$ cat config.mk
export PLATFORM = sky130hd
export DESIGN_NAME = flash_ready_poller
export DESIGN_NICKNAME = d
export VERILOG_FILES = /design/src/rtl/frp_pkg.sv /design/src/rtl/frp_byte_shifter.sv /design/src/rtl/frp_poll_ctrl.sv /design/src/rtl/flash_ready_poller.sv
export SDC_FILE = /design/constraint.sdc
export NUM_CORES = 1
export LEC_CHECK = 0
export ABC_CLOCK_PERIOD_IN_PS = 2700
export BUFFER_PORTS_ARGS = -buffer_cell sky130_fd_sc_hd__clkbuf_2
export CORE_ASPECT_RATIO = 0.9
export CORE_UTILIZATION = 30
export DETAILED_ROUTE_END_ITERATION = 10
export GPL_TIMING_DRIVEN = 0
export SYNTH_ARGS = -nofsm -noshare
export SYNTH_HDL_FRONTEND = slang
export SYNTH_HIERARCHICAL = 1
export SYNTH_SLANG_ARGS = --single-unit
$ cat constraint.sdc
create_clock -name clk -period 2.7 [get_ports clk]
set_input_delay 0.405 -clock clk [delete_from_list [all_inputs] [get_ports clk]]
set_output_delay 0.405 -clock clk [all_outputs]
set_load 0.05 [all_outputs]
$ cat src/rtl/frp_pkg.sv
// Package: shared constants, state type and status decode helpers for the
// flash ready poller. Assumes an 8-bit status byte, MSB first on the wire.
package frp_pkg;

    localparam logic [7:0] STATUS_READ_OP = 8'hD7;
    localparam int         RDY_BIT        = 7;
    localparam int         MISMATCH_BIT   = 6;
    localparam int         BINPAGE_BIT    = 0;

    typedef enum logic [2:0] {
        ST_IDLE,
        ST_OPC,
        ST_RSP,
        ST_EVAL,
        ST_WAIT
    } poll_state_t;

    // True when the byte looks like a floating or shorted data line
    function automatic logic looks_absent(input logic [7:0] b);
        return (b == 8'h00) || (b == 8'hFF);
    endfunction

endpackage

$ cat src/rtl/frp_byte_shifter.sv
// Byte shifter: moves one byte out on mosi and one byte in from miso in
// SPI mode 0. sclk idles low. Each sclk half period lasts HALF_PERIOD clocks.
// Assumes go is only raised while the shifter is idle.
module frp_byte_shifter #(
    parameter int HALF_PERIOD = 4
) (
    input  logic       clk,
    input  logic       rst_n,
    input  logic       go,
    input  logic [7:0] tx_byte,
    input  logic       miso,
    output logic       sclk,
    output logic       mosi,
    output logic [7:0] rx_byte,
    output logic       xfer_done,
    output logic       active
);
    localparam int DW = (HALF_PERIOD > 1) ? $clog2(HALF_PERIOD) : 1;
    localparam logic [DW-1:0] DIV_LAST = DW'(HALF_PERIOD - 1);

    logic [DW-1:0] div_q;
    logic [2:0]    bit_idx;
    logic [7:0]    tx_sh;
    logic [7:0]    rx_sh;

    assign mosi    = tx_sh[7];
    assign rx_byte = rx_sh;

    // Paces sclk, samples on the rising edge and shifts on the falling edge
    always_ff @(posedge clk) begin
        if (!rst_n) begin
            active    <= 1'b0;
            sclk      <= 1'b0;
            div_q     <= '0;
            bit_idx   <= '0;
            tx_sh     <= '0;
            rx_sh     <= '0;
            xfer_done <= 1'b0;
        end else begin
            xfer_done <= 1'b0;
            if (!active) begin
                if (go) begin
                    active  <= 1'b1;
                    tx_sh   <= tx_byte;
                    bit_idx <= '0;
                    div_q   <= '0;
                    sclk    <= 1'b0;
                end
            end else if (div_q == DIV_LAST) begin
                div_q <= '0;
                if (!sclk) begin
                    sclk  <= 1'b1;
                    rx_sh <= {rx_sh[6:0], miso};
                end else begin
                    sclk <= 1'b0;
                    if (bit_idx == 3'd7) begin
                        active    <= 1'b0;
                        xfer_done <= 1'b1;
                    end else begin
                        bit_idx <= bit_idx + 3'd1;
                        tx_sh   <= {tx_sh[6:0], 1'b0};
                    end
                end
            end else begin
                div_q <= div_q + DW'(1);
            end
        end
    end

    AST_IDLE_SCLK_LOW: assert property (@(posedge clk) disable iff (!rst_n)
        xfer_done |-> !sclk && !active) else $error("shifter ended with sclk high");

endmodule

$ cat src/rtl/frp_poll_ctrl.sv
// Poll controller: runs the poll / evaluate / wait loop. It owns chip select,
// the retry pacing counter and the overall budget counter.
// Assumes RETRY_CYCLES >= 1 and that the shifter answers each go with one
// xfer_done pulse.
module frp_poll_ctrl
    import frp_pkg::*;
#(
    parameter int RETRY_CYCLES   = 375_000,
    parameter int TIMEOUT_CYCLES = 250_000_000
) (
    input  logic       clk,
    input  logic       rst_n,
    input  logic       start,
    input  logic       xfer_done,
    input  logic [7:0] rx_byte,
    output logic       go,
    output logic [7:0] tx_byte,
    output logic       cs_n,
    output logic       done,
    output logic       timed_out,
    output logic [7:0] status
);
    localparam int RW = (RETRY_CYCLES > 1) ? $clog2(RETRY_CYCLES) : 1;
    localparam int TW = $clog2(TIMEOUT_CYCLES + 1);
    localparam logic [RW-1:0] RETRY_LAST = RW'(RETRY_CYCLES - 1);
    localparam logic [TW-1:0] BUDGET     = TW'(TIMEOUT_CYCLES);

    poll_state_t   state;
    logic [RW-1:0] wait_q;
    logic [TW-1:0] elapsed;

    // Saturating count of cycles since start; frozen at the budget
    always_ff @(posedge clk) begin
        if (!rst_n)
            elapsed <= '0;
        else if (state == ST_IDLE)
            elapsed <= '0;
        else if (elapsed != BUDGET)
            elapsed <= elapsed + TW'(1);
    end

    // Sequencer: frames, decision on each status byte, retry pacing
    always_ff @(posedge clk) begin
        if (!rst_n) begin
            state     <= ST_IDLE;
            cs_n      <= 1'b1;
            go        <= 1'b0;
            tx_byte   <= '0;
            done      <= 1'b0;
            timed_out <= 1'b0;
            status    <= '0;
            wait_q    <= '0;
        end else begin
            go   <= 1'b0;
            done <= 1'b0;
            case (state)
                ST_IDLE: if (start) begin
                    timed_out <= 1'b0;
                    cs_n      <= 1'b0;
                    go        <= 1'b1;
                    tx_byte   <= STATUS_READ_OP;
                    state     <= ST_OPC;
                end
                ST_OPC: if (xfer_done) begin
                    go      <= 1'b1;
                    tx_byte <= 8'h00;
                    state   <= ST_RSP;
                end
                ST_RSP: if (xfer_done) begin
                    cs_n   <= 1'b1;
                    status <= rx_byte;
                    state  <= ST_EVAL;
                end
                ST_EVAL: begin
                    if (status[RDY_BIT]) begin
                        done  <= 1'b1;
                        state <= ST_IDLE;
                    end else if (elapsed == BUDGET) begin
                        done      <= 1'b1;
                        timed_out <= 1'b1;
                        state     <= ST_IDLE;
                    end else begin
                        wait_q <= '0;
                        state  <= ST_WAIT;
                    end
                end
                ST_WAIT: begin
                    if (wait_q == RETRY_LAST) begin
                        cs_n    <= 1'b0;
                        go      <= 1'b1;
                        tx_byte <= STATUS_READ_OP;
                        state   <= ST_OPC;
                    end else begin
                        wait_q <= wait_q + RW'(1);
                    end
                end
                default: state <= ST_IDLE;
            endcase
        end
    end

    AST_DONE_PULSE: assert property (@(posedge clk) disable iff (!rst_n)
        done |=> !done) else $error("done longer than one cycle");
    AST_READY_NO_TIMEOUT: assert property (@(posedge clk) disable iff (!rst_n)
        (done && status[RDY_BIT]) |-> !timed_out) else $error("ready byte flagged timeout");
    AST_TIMEOUT_LATE: assert property (@(posedge clk) disable iff (!rst_n)
        (done && timed_out) |-> (elapsed == BUDGET)) else $error("early timeout");
    AST_WAIT_DESELECTED: assert property (@(posedge clk) disable iff (!rst_n)
        (state == ST_WAIT) |-> cs_n) else $error("select low during retry wait");
    AST_START_CLEARS: assert property (@(posedge clk) disable iff (!rst_n)
        (state == ST_IDLE && start) |=> !timed_out && !cs_n) else $error("start did not restart");

endmodule

$ cat src/rtl/flash_ready_poller.sv
// Top: ties the poll controller to the byte shifter and decodes the held
// status byte into ready-independent flags.
// Assumes one flash device on a dedicated select line.
module flash_ready_poller
    import frp_pkg::*;
#(
    parameter int RETRY_CYCLES   = 375_000,
    parameter int TIMEOUT_CYCLES = 250_000_000,
    parameter int HALF_PERIOD    = 4
) (
    input  logic       clk,
    input  logic       rst_n,
    input  logic       start,
    input  logic       flash_miso,
    output logic       flash_cs_n,
    output logic       flash_sclk,
    output logic       flash_mosi,
    output logic       done,
    output logic       timed_out,
    output logic [7:0] status_byte,
    output logic       cmp_mismatch,
    output logic       pow2_page,
    output logic       no_device
);
    logic       go;
    logic [7:0] tx_byte;
    logic [7:0] rx_byte;
    logic       xfer_done;
    logic       sh_active;

    frp_poll_ctrl #(
        .RETRY_CYCLES  (RETRY_CYCLES),
        .TIMEOUT_CYCLES(TIMEOUT_CYCLES)
    ) u_ctrl (
        .clk      (clk),
        .rst_n    (rst_n),
        .start    (start),
        .xfer_done(xfer_done),
        .rx_byte  (rx_byte),
        .go       (go),
        .tx_byte  (tx_byte),
        .cs_n     (flash_cs_n),
        .done     (done),
        .timed_out(timed_out),
        .status   (status_byte)
    );

    frp_byte_shifter #(
        .HALF_PERIOD(HALF_PERIOD)
    ) u_shift (
        .clk      (clk),
        .rst_n    (rst_n),
        .go       (go),
        .tx_byte  (tx_byte),
        .miso     (flash_miso),
        .sclk     (flash_sclk),
        .mosi     (flash_mosi),
        .rx_byte  (rx_byte),
        .xfer_done(xfer_done),
        .active   (sh_active)
    );

    // Flag decode from the held status byte
    always_comb begin
        cmp_mismatch = status_byte[MISMATCH_BIT];
        pow2_page    = status_byte[BINPAGE_BIT];
        no_device    = looks_absent(status_byte);
    end

    AST_SCLK_IN_FRAME: assert property (@(posedge clk) disable iff (!rst_n)
        flash_cs_n |-> !flash_sclk) else $error("sclk high outside frame");
    AST_SHIFT_IN_FRAME: assert property (@(posedge clk) disable iff (!rst_n)
        sh_active |-> !flash_cs_n) else $error("shifting with select high");

endmodule

==> impl_metrics.py <==
metrics = {
    "status": {
        "status": "finished, final reports clean",
    },
    "detailed_routing": {
        "antenna_left": 0,
        "via_per_inst": 4.99,
        "vias": 3550,
        "drt-initial-drc-count": 239,
        "wl_per_cell_um": 13.4,
        "drt_first_pass_iters": 6,
        "wl_um": 9550,
        "drc": 0,
    },
    "placed_design": {
        "gp_congestion": 0.807,
        "port_buffers": 19,
        "place_ws_ns": 0.659,
        "dp_hpwl_um": 6850,
    },
    "critical_path": {
        "cp_max_fo": 6,
        "r2r_start": "u_ctrl/wait_q[0]",
        "cp.required_ns": 2.93,
        "path_class": "reg -> reg",
        "cp-start-kind": "flop",
        "r2r_cells": 6,
        "r2r_slack_ns": 0.62,
        "endpoint_kind": "flop",
        "r2r_end": "u_ctrl/wait_q[18]",
        "crit_arrival_ns": 2.31,
    },
    "sta": {
        "hold_viol_final": 0,
        "setup_viol": 0,
        "maxSlewViolCount": 0,
        "tns_ns": 0,
        "min_period_ns": 2.08,
        "period_share": 0.770,
        "finClkSkew_ns": 0.00648,
        "fmax_ghz": 0.481,
        "worst_slew_pin_slew_ns": 0.881,
        "slew_headroom": 0.410,
        "fin_ws_ns": 0.620,
        "rsz0062_at_grt": "no",
    },
    "cells_and_area": {
        "n_fill_cell": 1414,
        "fin_util": 0.350,
        "syn_to_final_growth_pct": 14.4,
        "multi_input_area_mm2": 0.00231,
        "diodes": 0,
        "fin_nets": 524,
        "register_area_mm2": 0.00174,
        "drive_gt1_frac": 0.160,
    },
    "floorplanning": {
        "num_rows": 41,
        "pin_count": 20,
        "core-area_mm2": 0.0140,
        "die_y_um": 115,
        "die_area_mm2": 0.0148,
        "start_util": 0.306,
        "die_w_um": 128,
    },
    "clocking": {
        "cts_resized": 0,
        "htree_levels": 3,
        "postCtsHoldBufs": 0,
        "clk_pin_slew_ns": 0.06,
        "clkSinkCount": 87,
        "clk_latency_ns": 0.34,
        "cts_tree": "done",
        "numCtsBuffers": 9,
        "cts_root_buf": "clkbuf_16",
        "post-cts-setup-buffers": 0,
        "clock_path_buffers": 2,
    },
    "worst_hold_path": {
        "min_path_type": "in -> reg",
        "hold_end": "u_shift/rx_byte[0]",
        "min-delay-start": "flash_miso",
        "holdPathStages": 3,
    },
    "synthesis": {
        "yosysSeqAreaShare": 0.406,
        "synthCells": 483,
        "synth_async_sr_flop_share": 0,
        "yosys_most_used_dff": "dfxtp_1",
        "ys_ff_latch": 87,
        "synth_cell_types": 67,
        "yosys_warnings": 6,
        "syn_area_mm2": 0.00429,
        "syn-mean-instance-area_um2": 8.88,
        "synth-edff-count": 0,
    },
    "grt": {
        "met1_usage": 0.184,
        "top_usage_layer": "met2",
        "gr-usage-all-layers": 0.142,
        "grt_pass1_wl_um": 16600,
        "grt_overflow": 0,
        "grt_use_met3": 0.0443,
        "grt_start_max_net_pins": 14,
        "gr-usage-met2": 0.226,
        "antenna_found_initial": 0,
        "grt_pass1_vias": 3451,
    },
    "pwr": {
        "p_leak_nw": 1.63,
        "powerDensity_mw_per_mm2": 533,
        "power_mw": 2.61,
        "peakVddDrop_mv": 0.314,
    },
    "job": {
        "cap_violations": 0,
    },
}
## registers in the layout, indices dropped and copies added (netlist names)
signal,cells
u_ctrl/done,1
u_ctrl/go,1
u_ctrl/tx_byte,1
u_ctrl/wait_q,19
u_shift/sclk,1
u_shift/div_q,2
u_shift/bit_idx,3
u_ctrl/cs_n,1
u_ctrl/elapsed,28
u_ctrl/status,8
u_ctrl/state,3
u_shift/rx_byte,8
u_shift/tx_sh,8
u_ctrl/timed_out,1
u_shift/xfer_done,1
u_shift/active,1
## cell usage in the layout, fill, tap and decap left out, drive strengths merged, types with 8 or more instances in the layout
cell type / Yosys / final
clkbuf: 13 / 45
a21oi: 32 / 32
mux2i: 17 / 17
xnor2: 19 / 19
nor4: 10 / 10
nor2: 46 / 46
nor3: 16 / 16
nand2: 58 / 58
nand4: 13 / 13
o31ai: 8 / 8
o21ai: 13 / 13
dfxtp: 87 / 87
nand3: 18 / 18
inv: 9 / 9
buf: 20 / 20
nor2b: 14 / 14
## critical path, cell delays in order, from the launching register on
cell and delay (ns):
dfxtp_1 0.40, ha_1 0.25, nand3_1 0.21, nor4_2 0.43, nand4_1 0.20, a21bo_2 0.24
o221a_2 0.23
## cell usage after synthesis (all sizes together) (2+ instances only)
library cell	n	share of area
ha	6	0.018
or2	3	0.0044
o221a	6	0.016
nor2b	14	0.020
nand2	58	0.055
nand4	13	0.019
a41oi	2	0.0041
and2	3	0.0047
a311oi	4	0.014
nand3	18	0.021
xor2	5	0.010
a31oi	6	0.0088
o21ai	13	0.017
o31ai	8	0.015
a22oi	2	0.0035
nor2	46	0.040
a211oi	3	0.0053
nor4	10	0.020
clkbuf	13	0.011
buf	20	0.037
nand3b	3	0.0053
mux2i	17	0.040
nor3	16	0.020
dfxtp	87	0.41
o32ai	2	0.0041
and3	5	0.0073
a32o	2	0.0047
nand2b	4	0.0058
nor3b	2	0.0035
or3	6	0.0088
inv	9	0.0079
xnor2	19	0.039
a21bo	2	0.0047
and4	5	0.011
nor4bb	2	0.0047
a21oi	32	0.043
## how the worst max path moves through the flow
| stage | cells after the start | from | to |
|---|---|---|---|
| finish | 6 | u_ctrl/wait_q[0] | u_ctrl/wait_q[18] |
| global route | 6 | u_ctrl/wait_q[0] | u_ctrl/cs_n |
| CTS | 6 | u_ctrl/wait_q[0] | u_ctrl/wait_q[18] |
| detailed placement | 6 | u_ctrl/wait_q[0] | u_ctrl/wait_q[18] |
| global placement | 6 | u_ctrl/elapsed[9] | u_ctrl/wait_q[7] |
| floorplan | 7 | u_ctrl/wait_q[0] | u_ctrl/wait_q[18] |
## cells by family (layout without fill, tap and decap cells)
| family | after synthesis | in the layout | share of synthesized area |
|---|---|---|---|
| flip-flops | 87 | 87 | 0.406 |
| buffers and inverters | 42 | 76 | 0.0563 |
| other | 1 | 2 | 0.000874 |
| XOR/XNOR | 24 | 24 | 0.0490 |
| multiplexers | 17 | 17 | 0.0397 |
| AND/OR/NAND/NOR | 214 | 214 | 0.263 |
| AO/OA/AOI/OAI | 92 | 92 | 0.168 |
| adder cells (fa/ha/maj) | 6 | 6 | 0.0175 |
## metal layers
metal | wire [µm] | vias to the layer above
met3 | 478 | 9
met1 | 4690 | 1680
met5 | 0 | -
met2 | 4240 | 74
li1 | - | 1787
met4 | 133 | 0
## cell type report
type / count / share of cell area
Buffer: 33 / 0.0423
Clock buffer: 13 / 0.0530
Clock inverter: 2 / 0.00332
Inverter: 9 / 0.00689
Multi-Input combinational cell: 355 / 0.471
Sequential cell: 87 / 0.355
Tap cell: 193 / 0.0492
Timing Repair Buffer: 19 / 0.0194
## stage by stage
step                hold WS [ns]  instances  instance area, µm²
floorplan                  0.432        484                4290
global placement           0.446        696                4630
detailed placement         0.456        696                4630
CTS                        0.308        711                4910
global route               0.310        711                4910
finish                     0.317        711                4910
## report_power, final
group | internal (mW) | leakage, nW | switching (mW)
clock | 0.670 | 0.132 | 0.485
combinational | 0.0564 | 0.794 | 0.0843
sequential | 1.30 | 0.703 | 0.0157
total | 2.03 | 1.63 | 0.585
No activity file was read; power rests on OpenSTA's default activity.
